`src/rtl/hps_pkg.sv`:
```
`timescale 1ns/1ps
package hps_pkg;
  typedef enum logic [2:0] {
    ST_SLEEP   = 3'd0,
    ST_LATCH   = 3'd1,
    ST_SCAN    = 3'd2,
    ST_RELATCH = 3'd3,
    ST_HALT    = 3'd4,
    ST_STOP    = 3'd5
  } hps_state_t;
endpackage

```
`src/rtl/hps_prescaler.sv`:
```
`timescale 1ns/1ps
// Counts clock cycles while run is high; expire marks the last cycle of the interval.
module hps_prescaler #(
  parameter int unsigned CYCLES = 250_000_000
) (
  input  logic clk,
  input  logic rst_n,
  input  logic run,
  output logic expire
);
  localparam int CNT_W = (CYCLES > 2) ? $clog2(CYCLES) : 1;
  localparam logic [CNT_W-1:0] LAST = CNT_W'(CYCLES - 1);

  logic [CNT_W-1:0] cnt_q;

  assign expire = run && (cnt_q == LAST);

  always_ff @(posedge clk or negedge rst_n) begin
    if (!rst_n) begin
      cnt_q <= '0;
    end else if (!run || expire) begin
      cnt_q <= '0;
    end else begin
      cnt_q <= cnt_q + 1'b1;
    end
  end
endmodule

```
`src/rtl/hps_pass_ctr.sv`:
```
`timescale 1ns/1ps
// Counts completed passes; full_due says a full scan is owed.
module hps_pass_ctr #(
  parameter int unsigned SCAN_EVERY = 5
) (
  input  logic clk,
  input  logic rst_n,
  input  logic bump,
  input  logic clr,
  output logic full_due
);
  localparam int PASS_W = $clog2(SCAN_EVERY + 1);
  localparam logic [PASS_W-1:0] TRIP = PASS_W'(SCAN_EVERY);

  logic [PASS_W-1:0] cnt_q;

  assign full_due = (cnt_q == TRIP);

  always_ff @(posedge clk or negedge rst_n) begin
    if (!rst_n) begin
      cnt_q <= '0;
    end else if (clr) begin
      cnt_q <= '0;
    end else if (bump && !full_due) begin
      cnt_q <= cnt_q + 1'b1;
    end
  end
endmodule

```
`src/rtl/hps_slot_walk.sv`:
```
`timescale 1ns/1ps
// Slot index for the full scan: steps 0..NUM_SLOTS-1 and wraps.
module hps_slot_walk #(
  parameter int unsigned NUM_SLOTS = 6,
  parameter int SLOT_W = 3
) (
  input  logic              clk,
  input  logic              rst_n,
  input  logic              clr,
  input  logic              step,
  output logic [SLOT_W-1:0] idx,
  output logic              last
);
  localparam logic [SLOT_W-1:0] TOP = SLOT_W'(NUM_SLOTS - 1);

  logic [SLOT_W-1:0] idx_q;

  assign idx  = idx_q;
  assign last = (idx_q == TOP);

  always_ff @(posedge clk or negedge rst_n) begin
    if (!rst_n) begin
      idx_q <= '0;
    end else if (clr) begin
      idx_q <= '0;
    end else if (step) begin
      idx_q <= last ? '0 : idx_q + 1'b1;
    end
  end
endmodule

```
`src/rtl/hps_latch_track.sv`:
```
`timescale 1ns/1ps
// Holds the latch baseline, the byte before it, and raises the change pulse.
module hps_latch_track #(
  parameter int DATA_W = 8
) (
  input  logic              clk,
  input  logic              rst_n,
  input  logic              cap,
  input  logic              report,
  input  logic [DATA_W-1:0] data,
  output logic [DATA_W-1:0] cur,
  output logic [DATA_W-1:0] prev,
  output logic              chg
);
  logic [DATA_W-1:0] cur_q, prev_q;
  logic              have_q, chg_q;

  assign cur  = cur_q;
  assign prev = prev_q;
  assign chg  = chg_q;

  always_ff @(posedge clk or negedge rst_n) begin
    if (!rst_n) begin
      cur_q  <= '0;
      prev_q <= '0;
      have_q <= 1'b0;
      chg_q  <= 1'b0;
    end else begin
      chg_q <= cap && report && have_q && (data != cur_q);
      if (cap) begin
        prev_q <= cur_q;
        cur_q  <= data;
        have_q <= 1'b1;
      end
    end
  end
endmodule

```
`src/rtl/hp_poll_seq.sv`:
```
`timescale 1ns/1ps
module hp_poll_seq #(
  parameter int unsigned SLEEP_CYCLES = 250_000_000,
  parameter int unsigned NUM_SLOTS    = 6,
  parameter int unsigned SCAN_EVERY   = 5,
  parameter int          DATA_W       = 8,
  localparam int         SLOT_W       = (NUM_SLOTS > 1) ? $clog2(NUM_SLOTS) : 1
) (
  input  logic              clk,
  input  logic              rst_n,
  input  logic              shutdown_i,
  output logic              req_valid_o,
  output logic              req_latch_o,
  output logic [SLOT_W-1:0] req_slot_o,
  input  logic              rsp_valid_i,
  input  logic [DATA_W-1:0] rsp_data_i,
  output logic [DATA_W-1:0] latch_cur_o,
  output logic [DATA_W-1:0] latch_prev_o,
  output logic              latch_chg_o,
  output logic              stat_valid_o,
  output logic [SLOT_W-1:0] stat_slot_o,
  output logic [DATA_W-1:0] stat_data_o,
  output logic              halt_done_o
);
  import hps_pkg::*;

  hps_state_t        state_q, state_d;
  logic              stop_pend_q;
  logic              expire, full_due;
  logic              acc;
  logic [SLOT_W-1:0] slot_idx;
  logic              slot_last;
  logic              stat_valid_q;
  logic [SLOT_W-1:0] stat_slot_q;
  logic [DATA_W-1:0] stat_data_q;

  // request channel
  assign req_valid_o = (state_q == ST_LATCH) || (state_q == ST_SCAN) ||
                       (state_q == ST_RELATCH);
  assign req_latch_o = (state_q == ST_LATCH) || (state_q == ST_RELATCH);
  assign req_slot_o  = (state_q == ST_SCAN) ? slot_idx : '0;
  assign acc         = req_valid_o && rsp_valid_i;
  assign halt_done_o = (state_q == ST_HALT);

  hps_prescaler #(.CYCLES(SLEEP_CYCLES)) u_tick (
    .clk    (clk),
    .rst_n  (rst_n),
    .run    (state_q == ST_SLEEP),
    .expire (expire)
  );

  hps_pass_ctr #(.SCAN_EVERY(SCAN_EVERY)) u_pass (
    .clk      (clk),
    .rst_n    (rst_n),
    .bump     (acc && req_latch_o),
    .clr      (expire && !stop_pend_q && full_due),
    .full_due (full_due)
  );

  hps_slot_walk #(.NUM_SLOTS(NUM_SLOTS), .SLOT_W(SLOT_W)) u_walk (
    .clk   (clk),
    .rst_n (rst_n),
    .clr   (state_q == ST_SLEEP),
    .step  (acc && (state_q == ST_SCAN)),
    .idx   (slot_idx),
    .last  (slot_last)
  );

  hps_latch_track #(.DATA_W(DATA_W)) u_latch (
    .clk    (clk),
    .rst_n  (rst_n),
    .cap    (acc && req_latch_o),
    .report (state_q == ST_LATCH),
    .data   (rsp_data_i),
    .cur    (latch_cur_o),
    .prev   (latch_prev_o),
    .chg    (latch_chg_o)
  );

  // next-state logic
  always_comb begin
    state_d = state_q;
    unique case (state_q)
      ST_SLEEP: begin
        if (expire) begin
          if (stop_pend_q)   state_d = ST_HALT;
          else if (full_due) state_d = ST_SCAN;
          else               state_d = ST_LATCH;
        end
      end
      ST_LATCH:   if (acc) state_d = ST_SLEEP;
      ST_SCAN:    if (acc && slot_last) state_d = ST_RELATCH;
      ST_RELATCH: if (acc) state_d = ST_SLEEP;
      ST_HALT:    state_d = ST_STOP;
      ST_STOP:    state_d = ST_STOP;
      default:    state_d = ST_STOP;
    endcase
  end

  always_ff @(posedge clk or negedge rst_n) begin
    if (!rst_n) begin
      state_q     <= ST_SLEEP;
      stop_pend_q <= 1'b0;
    end else begin
      state_q <= state_d;
      if (shutdown_i) stop_pend_q <= 1'b1;
    end
  end

  // slot status presentation
  always_ff @(posedge clk or negedge rst_n) begin
    if (!rst_n) begin
      stat_valid_q <= 1'b0;
      stat_slot_q  <= '0;
      stat_data_q  <= '0;
    end else begin
      stat_valid_q <= acc && (state_q == ST_SCAN);
      if (acc && (state_q == ST_SCAN)) begin
        stat_slot_q <= slot_idx;
        stat_data_q <= rsp_data_i;
      end
    end
  end

  assign stat_valid_o = stat_valid_q;
  assign stat_slot_o  = stat_slot_q;
  assign stat_data_o  = stat_data_q;
endmodule

```
`config.mk`:
```
export PLATFORM = sky130hd
export DESIGN_NAME = hp_poll_seq
export DESIGN_NICKNAME = d
export VERILOG_FILES = /design/src/rtl/hps_pkg.sv /design/src/rtl/hps_prescaler.sv /design/src/rtl/hps_pass_ctr.sv /design/src/rtl/hps_slot_walk.sv /design/src/rtl/hps_latch_track.sv /design/src/rtl/hp_poll_seq.sv
export SDC_FILE = /design/constraint.sdc
export NUM_CORES = 1
export LEC_CHECK = 0
export CAP_MARGIN = 10
export CORE_ASPECT_RATIO = 0.75
export CORE_MARGIN = 1.5
export CORE_UTILIZATION = 35
export DETAILED_ROUTE_END_ITERATION = 7
export HOLD_SLACK_MARGIN = 0.12
export SLEW_MARGIN = 20
export SYNTH_ARGS = -nofsm -noshare
export SYNTH_HDL_FRONTEND = slang
export SYNTH_SLANG_ARGS = --single-unit
```
`constraint.sdc`:
```
create_clock -name clk -period 6.1 [get_ports clk]
set_input_delay 0.915 -clock clk [delete_from_list [all_inputs] [get_ports clk]]
set_output_delay 0.915 -clock clk [all_outputs]
set_load 0.01 [all_outputs]
```
==> impl_metrics.ini <==
[die]
io_pins = 47
die_h_um = 84.59
die_width_um = 111.8
dieArea_um2 = 9456
rows = 29
core_um2 = 8527
start_util_pct = 36.43

[routing]
via_count = 2163
wire_per_inst_um = 14.64
drc_errors = 0
avgViaCountPerCell = 4.839
drt_iter0_markers = 86
antenna_left = 0
wirelength_um = 6543
dr.pass1.iters = 4

[timing]
final_max_slew_viol_count = 0
rsz0062_at_grt = false
layout_worst_path_cycle_share_pct = 45.60
finClkSkew_ps = 5.681
layout_min_cycle_time_ps = 2782
setup_viol = 0
finalSetupTns_ps = 0
relSlewSlack_pct = 38.19
hold_viol = 0
fmax_ghz = 0.3595
worstMarginPinSlew_ps = 925.8

[clocking]
cts.root.buffer_cell = clkbuf_16
cts.path.max_buffers = 2
ctsHoldBuffers = 0
post-cts-setup-buffers = 0
clkTransAtPathRegs_ps = 50
cts_resized = 0
cts_buffers = 9
htree_num_levels = 3
clkSinkCount = 68
tritoncts = built
clk_latency_ps = 320

[global_routing]
grt_pass1_vias = 2223
grt_use_total_pct = 14.95
grt_overflow = 0
grt_pass1_wl_um = 11350
antenna_found_initial = 0
grt_max_degree = 69

[placement]
port_buffers = 46
gp_congestion = 0.7850
hpwlAfterDp_um = 4498
placed_area_um2 = 3676

[yosys]
yosys.area_share.xor_xnor_pct = 9.585
synth-simple-area-share_pct = 18.57
ys_seq_elements = 68
syn_nets = 300
yosysSeqAreaShare_pct = 54.77
netlist.area_leader.share_pct = 54.77
synth-compound-area-share_pct = 3.423
synthAdderAreaFrac_pct = 1.208
ys_async_sr_fraction_pct = 100.0
synth_top_cells_by_area = dfrtp_1 55%, mux2_2 9.4%, xor2_1 5.9%
synth_mux_area_share_pct = 9.424
ys_warn_count = 0
syn_inst = 285
yosys.area.top_type = dfrtp_1
synth_area_per_cell_um2 = 10.90
synth.distinct_cells = 35
synth_flop_cell = dfrtp_1
synth_edf_count = 0
synth_top_family_by_area = simple AND/OR/NAND/NOR gates
synth_area_um2 = 3107

[cells_and_area]
final_cell_mix = 68 x dfrtp_1, 45 x clkdlybuf4s50_1, 41 x nor2_1, 26 x mux2_2, 21 x xor2_1
final_nets = 349
layout-drive-gt1-share_pct = 14.75
final_common_cell = dfrtp_1
postLayoutCellArea_um2 = 4043
diodes = 0
syn2layout_area_growth_pct = 30.12
fillers = 778

[worst_setup_path]
worst_setup_path_end_kind = output port
crit_fanout = 9
start_kind = flop
cp_data_arrival_time_ps = 1870
cp_cell_sequence = nor3b_1, and2_1, clkdlybuf4s50_1
critical_path_buf_inv_count = 1
cp.required_ps = 5180
critPathSlowestCell = clkdlybuf4s50_1
worstSetupPathType = flop to output port
cpLargestDelayFamily = buffers and inverters
crit_path_max_incr_delay_ps = 570

[pwr]
power.density_nw_per_um2 = 311.4
ir_drop_mv = 0.1263
p_leak_nw = 1.798

[run_status]
outcome = completed

[run]
maxCapViolations = 0

[hold_path]
holdCritPathClass = flop to flop
==> cells by family (layout without fill, tap and decap cells) <==
kind of cell | Yosys count | after routing
AOI/OAI and AO/OA | 17 | 17
xor gates and xnor gates | 34 | 34
adders and majority gates | 3 | 3
buffers and inverters | 21 | 75
DFF | 68 | 68
muxes | 26 | 26
and+or+nand+nor | 116 | 116
==> stage by stage <==
stage / setup WS, ps / instances / util (%) / hold slack [ps] / total power [mW]
after floorplan: 4057 / 285 / - / 411.9 / 0.6026
after CTS: 3285 / 446 / 47.23 / 451.0 / 1.273
after global placement: 3116 / 430 / 43.11 / 434.2 / 0.6591
final: 3318 / 447 / 47.41 / 446.7 / 1.259
after detailed placement: 3000 / 430 / 43.11 / 436.3 / 0.6638
after global routing: 3107 / 447 / 47.41 / 488.2 / 1.314
==> state kept, by name, indices dropped and copies added, names as in the netlist, 3 cells and up <==
register	count
state_q	3
u_tick.cnt_q	28
stat_slot_o	3
stat_data_o	8
u_latch.cur	8
u_latch.prev	8
u_walk.idx	3
u_pass.cnt_q	3
==> report_power, final <==
| group | internal, mW | leakage [nW] | switching, mW |
|---|---|---|---|
| Clock | 0.421 | 0.173 | 0.182 |
| Sequential | 0.488 | 0.905 | 0.0393 |
| Combinational | 0.0665 | 0.720 | 0.0621 |
| Total | 0.975 | 1.80 | 0.284 |
==> routing by layer <==
metal / vias to the layer above / global-route usage (%) / wire length (µm)
li1: 1074 / - / -
met2: 29 / 21.51 / 2864
met5: - / 0 / 0
met3: 6 / 4.332 / 176
met1: 1054 / 21.86 / 3433
met4: 0 / 4.258 / 68
==> synthesized netlist by cell type (all sizes together), types with 2 or more instances <==
cell type  instances
dfrtp             68
nor2              41
mux2              26
xor2              21
nand2             16
nand3             15
xnor2             13
nor3              12
inv               11
nand4              7
a21oi              6
buf                5
clkbuf             5
nor4               5
o21ai              5
and2               3
and3               3
ha                 3
or3                3
a211oi             2
nor3b              2
nor4bb             2
or2                2
or4                2
==> path summary, 6_finish.rpt <==
check | startpoint | cells after the start | endpoint | slack [ps]
min reg2reg | u_latch.have_q | 2 | u_latch.have_q | 450
max reg2reg | u_tick.cnt_q[10] | 6 | state_q[0] | 3710
max in group asynchronous | rst_n | 2 | u_pass.cnt_q[0] | 4740
min | u_latch.have_q | 2 | u_latch.have_q | 450
min in group asynchronous | rst_n | 2 | u_latch.prev[5] | 750
max | state_q[1] | 3 | req_slot_o[0] | 3320
==> worst register-to-register path, delay by kind of cell, from the launching register on <==
family	cells	cell delay [ps]
AO/OA/AOI/OAI	3	680
AND/OR/NAND/NOR	2	960
flip-flops	1	410
buffers and inverters	1	240
==> final cells by class <==
cell class              instances  area [µm²]  area share [%]
multi-input cells             196        1335           33.02
flip-flops and latches         68        1702           42.09
well taps                     108       135.1           3.343
repair buffers                 48       478.0           11.82
clock buffers                  12       256.5           6.345
clock inverters                 4       95.09           2.352
inverters                      11       41.29           1.021
Note: power is estimated with default switching activity, not from simulation.
